File: src/rtl/spi_sr_pkg.sv
package spi_sr_pkg;
  typedef enum logic {
    ORDER_MSB = 1'b0,
    ORDER_LSB = 1'b1
  } bit_order_e;
endpackage

File: src/rtl/spi_sr_sample.sv
module spi_sr_sample (
  input  logic clk,
  input  logic rst_n,
  input  logic sample_en,
  input  logic sdi,
  output logic hold
);
  always_ff @(posedge clk) begin
    if (!rst_n)         hold <= 1'b0;
    else if (sample_en) hold <= sdi;
  end

  assert_sample_capture_R6: assert property (@(posedge clk) disable iff (!rst_n)
    sample_en |=> hold == $past(sdi));
  assert_hold_keeps_R8: assert property (@(posedge clk) disable iff (!rst_n)
    !sample_en |=> $stable(hold));
endmodule

File: src/rtl/spi_sr_load.sv
module spi_sr_load (
  input  logic xfer_active,
  input  logic load_valid,
  output logic load_ready,
  output logic load_fire
);
  assign load_ready = ~xfer_active;
  assign load_fire  = load_valid & load_ready;
endmodule

File: src/rtl/spi_sr_core.sv
module spi_sr_core
  import spi_sr_pkg::*;
#(
  parameter int WIDTH = 32
) (
  input  logic             clk,
  input  logic             rst_n,
  input  bit_order_e       order,
  input  logic             load_en,
  input  logic [WIDTH-1:0] load_data,
  input  logic             shift_en,
  input  logic             shift_in,
  output logic [WIDTH-1:0] data_q,
  output logic             sdo
);
  localparam int TOP = WIDTH - 1;

  logic [WIDTH-1:0] shreg;
  logic [WIDTH-1:0] shifted;

  // Per-bit neighbour selection: each bit takes from the lower or the upper
  // neighbour depending on the order; the end bits take the held input.
  for (genvar i = 0; i < WIDTH; i++) begin : g_bit
    logic from_lo;
    logic from_hi;
    if (i == 0) begin : g_lo_end
      assign from_lo = shift_in;
    end else begin : g_lo_mid
      assign from_lo = shreg[i-1];
    end
    if (i == TOP) begin : g_hi_end
      assign from_hi = shift_in;
    end else begin : g_hi_mid
      assign from_hi = shreg[i+1];
    end
    assign shifted[i] = (order == ORDER_LSB) ? from_hi : from_lo;
  end

  always_ff @(posedge clk) begin
    if (!rst_n)        shreg <= '0;
    else if (load_en)  shreg <= load_data;
    else if (shift_en) shreg <= shifted;
  end

  assign data_q = shreg;
  assign sdo    = (order == ORDER_LSB) ? shreg[0] : shreg[TOP];

  assert_load_applies_R2: assert property (@(posedge clk) disable iff (!rst_n)
    load_en |=> data_q == $past(load_data));
  assert_idle_stable_R3: assert property (@(posedge clk) disable iff (!rst_n)
    (!load_en && !shift_en) |=> $stable(data_q));
  assert_msb_order_shift_R6: assert property (@(posedge clk) disable iff (!rst_n)
    (shift_en && !load_en && order == ORDER_MSB) |=>
      (data_q[TOP:1] == $past(data_q[TOP-1:0])) && (data_q[0] == $past(shift_in)));
  assert_lsb_order_shift_R6: assert property (@(posedge clk) disable iff (!rst_n)
    (shift_en && !load_en && order == ORDER_LSB) |=>
      (data_q[TOP-1:0] == $past(data_q[TOP:1])) && (data_q[TOP] == $past(shift_in)));
endmodule

File: src/rtl/spi_shift_reg.sv
module spi_shift_reg
  import spi_sr_pkg::*;
#(
  parameter int WIDTH = 32
) (
  input  logic             clk,
  input  logic             rst_n,
  input  logic             lsb_first,
  input  logic             xfer_active,
  input  logic             load_valid,
  output logic             load_ready,
  input  logic [WIDTH-1:0] load_data,
  input  logic             shift_stb,
  input  logic             sample_stb,
  input  logic             sdi,
  output logic             sdo,
  output logic [WIDTH-1:0] data_q
);
  bit_order_e order;
  logic       load_fire;
  logic       shift_en;
  logic       sample_en;
  logic       hold;

  assign order     = lsb_first ? ORDER_LSB : ORDER_MSB;
  assign shift_en  = shift_stb & xfer_active;
  assign sample_en = sample_stb & xfer_active;

  spi_sr_load u_load (
    .xfer_active (xfer_active),
    .load_valid  (load_valid),
    .load_ready  (load_ready),
    .load_fire   (load_fire)
  );

  spi_sr_sample u_sample (
    .clk       (clk),
    .rst_n     (rst_n),
    .sample_en (sample_en),
    .sdi       (sdi),
    .hold      (hold)
  );

  spi_sr_core #(.WIDTH(WIDTH)) u_core (
    .clk       (clk),
    .rst_n     (rst_n),
    .order     (order),
    .load_en   (load_fire),
    .load_data (load_data),
    .shift_en  (shift_en),
    .shift_in  (hold),
    .data_q    (data_q),
    .sdo       (sdo)
  );

  assert_busy_blocks_load_R3: assert property (@(posedge clk) disable iff (!rst_n)
    (xfer_active && !shift_stb) |=> $stable(data_q));
  assert_strobes_idle_R8: assert property (@(posedge clk) disable iff (!rst_n)
    (!xfer_active && !load_valid) |=> $stable(data_q));
endmodule

File: config.mk
export PLATFORM = sky130hd
export DESIGN_NAME = spi_shift_reg
export DESIGN_NICKNAME = d
export VERILOG_FILES = /design/src/rtl/spi_sr_pkg.sv /design/src/rtl/spi_sr_sample.sv /design/src/rtl/spi_sr_load.sv /design/src/rtl/spi_sr_core.sv /design/src/rtl/spi_shift_reg.sv
export SDC_FILE = /design/constraint.sdc
export NUM_CORES = 1
export LEC_CHECK = 0
export CAP_MARGIN = 20
export CORE_MARGIN = 2
export CORE_UTILIZATION = 55
export DETAILED_ROUTE_END_ITERATION = 7
export DONT_BUFFER_PORTS = 1
export GPL_TIMING_DRIVEN = 0
export PLACE_DENSITY = 0.7
export SYNTH_ARGS = -nofsm -noshare
export SYNTH_HDL_FRONTEND = slang
export SYNTH_SLANG_ARGS = --single-unit
File: constraint.sdc
create_clock -name clk -period 1.3 [get_ports clk]
set_input_delay 0.195 -clock clk [delete_from_list [all_inputs] [get_ports clk]]
set_output_delay 0.195 -clock clk [all_outputs]
set_load 0.005 [all_outputs]
Yosys cells after proc, flatten, opt, wreduce, memory -nomap -nowiden --
Index checks and enable logic that the tools add are counted.
Cells by class: muxes and demuxes 36, bitwise gates (word level) 4, reduce and logical (&&, ||, !) cells 1
Operators with widths (number):
- $mux W32 | 2
- $mux W1 | 34
- $and A1 B1 Y1 | 3
- $reduce_bool A2 Y1 | 1
- $not A1 Y1 | 1
Storage, ports and cells: logic and storage cells 43, input port bits 40, register bits 33, output and inout port bits 34

Depth between registers and ports, before layout --
word-level depth 4, depth in mapped cells 5, gate-level depth less buffers 3

Hierarchy --
A second synthesis with hierarchy kept.
Unflattened totals: cells, all modules 191, area, all modules 2100.8 um^2
By module, submodules not included:
- spi_sr_core | cells each 184, times used 1, sequential area each 640.6 um^2, area an instance 2042.0 um^2
- spi_sr_sample | cells each 3, times used 1, sequential area each 20.0 um^2, area an instance 36.3 um^2
- spi_shift_reg | cells each 2, times used 1, sequential area each 0.0 um^2, area an instance 12.5 um^2
- spi_sr_load | cells each 2, times used 1, sequential area each 0.0 um^2, area an instance 10.0 um^2

Worst setup path after synthesis --
OpenSTA, ideal clock, no wires.
kind input -> output, start point in lsb_first, end point out sdo, buffers on the path 3, slack 181 ps, stages on the path 4, arrival 924 ps, data required time 1105 ps, path through buf_6 buf_6 clkbuf_4 mux2_2
On the way: word-level cells in the longest chain between the ends 2
RTL lines:
- from (decl) | RTL line spi_shift_reg.sv:8 | input logic lsb_first,
- $mux W1 | RTL line spi_shift_reg.sv:25 | assign order = lsb_first ? ORDER_LSB : ORDER_MSB;
- $mux W1 | RTL line spi_sr_core.sv:46 | assign sdo = (order == ORDER_LSB) ? shreg[0] : shreg[TOP];
- to (decl) | RTL line spi_shift_reg.sv:16 | output logic sdo,
No other way between the ends.

Worst setup path after layout --
Same ends and word-level chain as after synthesis.

==> flow_summary.ini <==
[clock_tree]
cts_buffers = 5
cts_tree = yes
insertion_delay_ns = 0.34
cts_sinks = 33
clkTransAtPathRegs_ns = 0.10
ctsHtreeMaxLevel = 2
ctsRootBufferMaster = clkbuf_4
cts_buffer_depth = 2
post-cts-setup-buffer-count = 0
hold_buffers = 33
cts.repair.resized = 0

[floorplanning]
rows = 21
die_y_um = 62.2
coreArea_mm2 = 0.00328
fp.dieW_um = 62.2
ios = 74
dieArea_mm2 = 0.00387
initial_utilization_pct = 56.7

[setup_path]
cpPeakStageDelay_ns = 0.37
critPathArrivalTime_ns = 1.03
crit_chain = buf_6, buf_6, clkbuf_4, mux2_2
cp_common_cell = buf_6
critPathSlowestCell = mux2_2
required_ns = 1.11
start_kind = input port
critPathMaxFanout = 10
worst-setup-path-type = in -> out
crit_path_end_kind = output port

[route]
dr_total_vias = 1796
finalWirelength_mm = 4.80
wl_per_cell_um = 15.4
drt-initial-drc-count = 109
viasPerCell = 5.76
drtPass1Iterations = 6
ant_nets = 0
remaining_drc_errors = 0

[sta]
tightest_slew_ns = 0.354
fin_skew_ns = 0.00652
period_share_pct = 94.0
final.setup.tns_ns = 0
whs_ns = 0.0109
maxSlewHeadroom_pct = 76.3
fmax_mhz = 818
fin_ws_ns = 0.0779
report.final.slew_viol_count = 0
finalSetupViolCount = 0
rsz0062_at_grt = false
period_needed_ns = 1.22
hold_viol_final = 0

[yosys]
synth_fa_ha_area_share_pct = 0
syn_avg_cell_area_um2 = 8.28
syn_inst = 225
muxShareOfSynthArea_pct = 0.604
synth_top_family_by_area = simple AND/OR/NAND/NOR gates
synth-simple-area-share_pct = 27.4
syn_area_mm2 = 0.00186
synth_fp_nets = 265
ys_ff_latch = 33
synth-xor-area-share_pct = 0
yosysWarnings = 0
yosysUniqueCellTypes = 22
synth_compound_area_share_pct = 27.3
ys_seq_area_share_pct = 35.5

[place]
dp.cells = 271
dpl_worst_slack_ns = 0.0717
gp_congestion = 0.742
dp_hpwl_mm = 3.20
numPortBuffers = 0

[global_routing]
antenna_found_initial = 0
grt_pass1_wl_mm = 8.26
grt_max_degree = 11
grt_pass1_vias = 1811
grt_overflow = 0
grtUsageTotal_pct = 26.0

[pwr]
ir_drop_uv = 490
p_per_area_mw_per_mm2 = 952
power.total_uw = 2190
p_leak_uw = 0.000883

[cells_and_area]
areaGrowthSynthToFinish_pct = 23.6
finalNonFillerCells = 312
diodes = 0
multi_input_area_mm2 = 0.00103
regArea_um2 = 661
drive_above_1_share_pct = 17.3
nets = 305
fillers = 293

[run]
cap_viol_max_count = 0

[run_status]
status = finished clean

[min_path]
min_path_type = in -> reg
## kinds of logic after synthesis
kind of cell	Yosys count
compound gates	66
buf+inv	23
flops	33
mux	1
simple gates	102
## per-stage QoR
stage | util, % | instance area, µm²
after detailed placement | 58.5 | 1920
after floorplan | - | 1860
final | 70.1 | 2300
after CTS | 70.1 | 2300
after global placement | 58.5 | 1920
after global routing | 70.1 | 2300
## critical path: cells and delay by family
family,cells,cell delay (ns)
mux,1,0.37
buf+inv,3,0.46
## sequential cells by signal (all words and copies together) (netlist names)
| signal | count |
|---|---|
| u_sample.hold | 1 |
| u_core.data_q | 32 |
## final timing paths
check	cells past startpoint	from	slack, ns	end
min reg2reg	2	u_sample.hold	0.52	u_sample.hold
max	4	lsb_first	0.08	sdo
min	2	sdi	0.01	u_sample.hold
max reg2reg	3	u_core.data_q[6]	0.27	u_core.data_q[7]
## cells in the final DEF, fill, tap and decap left out, drive strengths merged
| cell type | n |
|---|---|
| nand2 | 35 |
| nor2 | 32 |
| o21ai | 1 |
| nand3 | 1 |
| buf | 19 |
| and2b | 16 |
| a211oi | 32 |
| o31ai | 32 |
| clkinv | 2 |
| inv | 2 |
| and2 | 1 |
| dfxtp | 33 |
| nor2b | 16 |
| clkbuf | 8 |
| dlygate4sd3 | 33 |
| a21boi | 1 |
| mux2 | 1 |
| and3b | 1 |
## power by group
group          internal (µW)  switching [µW]  total (µW)
combinational            233             202         436
clock                    206             356         562
sequential              1090             103        1200
total                   1530             661        2190
## cells in the mapped netlist
| library cell | count | area share, % |
|---|---|---|
| nand2_1 | 34 | 6.9 |
| dfxtp_1 | 33 | 35 |
| nor2_1 | 32 | 6.4 |
| a211oi_1 | 31 | 12 |
| o31ai_1 | 30 | 12 |
| nor2b_1 | 16 | 5.4 |
| and2b_2 | 13 | 6.1 |
| buf_2 | 12 | 3.2 |
| buf_6 | 4 | 2.4 |
| and2b_1 | 3 | 1.2 |
| buf_8 | 3 | 2.4 |
| clkbuf_4 | 2 | 0.81 |
| inv_1 | 2 | 0.40 |
| o31ai_2 | 2 | 1.3 |
| a211oi_2 | 1 | 0.67 |
| a21boi_0 | 1 | 0.40 |
| and2_1 | 1 | 0.34 |
| and3b_1 | 1 | 0.47 |
| mux2_2 | 1 | 0.60 |
| nand2_2 | 1 | 0.34 |
| nand3_1 | 1 | 0.27 |
| o21ai_1 | 1 | 0.27 |
## area by class of cell
type	count	share of cell area, %
buffer	21	7.17
clock buffer	6	1.79
clock inverter	2	0.435
inverter	2	0.326
multi-input combinational	169	44.7
sequential	33	28.7
tap	46	2.50
timing repair buffer	33	14.3
## layer usage
| metal | track usage (%) | share of wire (%) | vias to the layer above |
|---|---|---|---|
| met5 | 0 | 0 | - |
| met4 | 7.78 | 1.1 | 0 |
| met3 | 7.43 | 7.5 | 8 |
| met2 | 46.2 | 50 | 67 |
| met1 | 30.2 | 41 | 845 |
| li1 | - | - | 876 |
No activity file was read; power rests on OpenSTA's default activity.
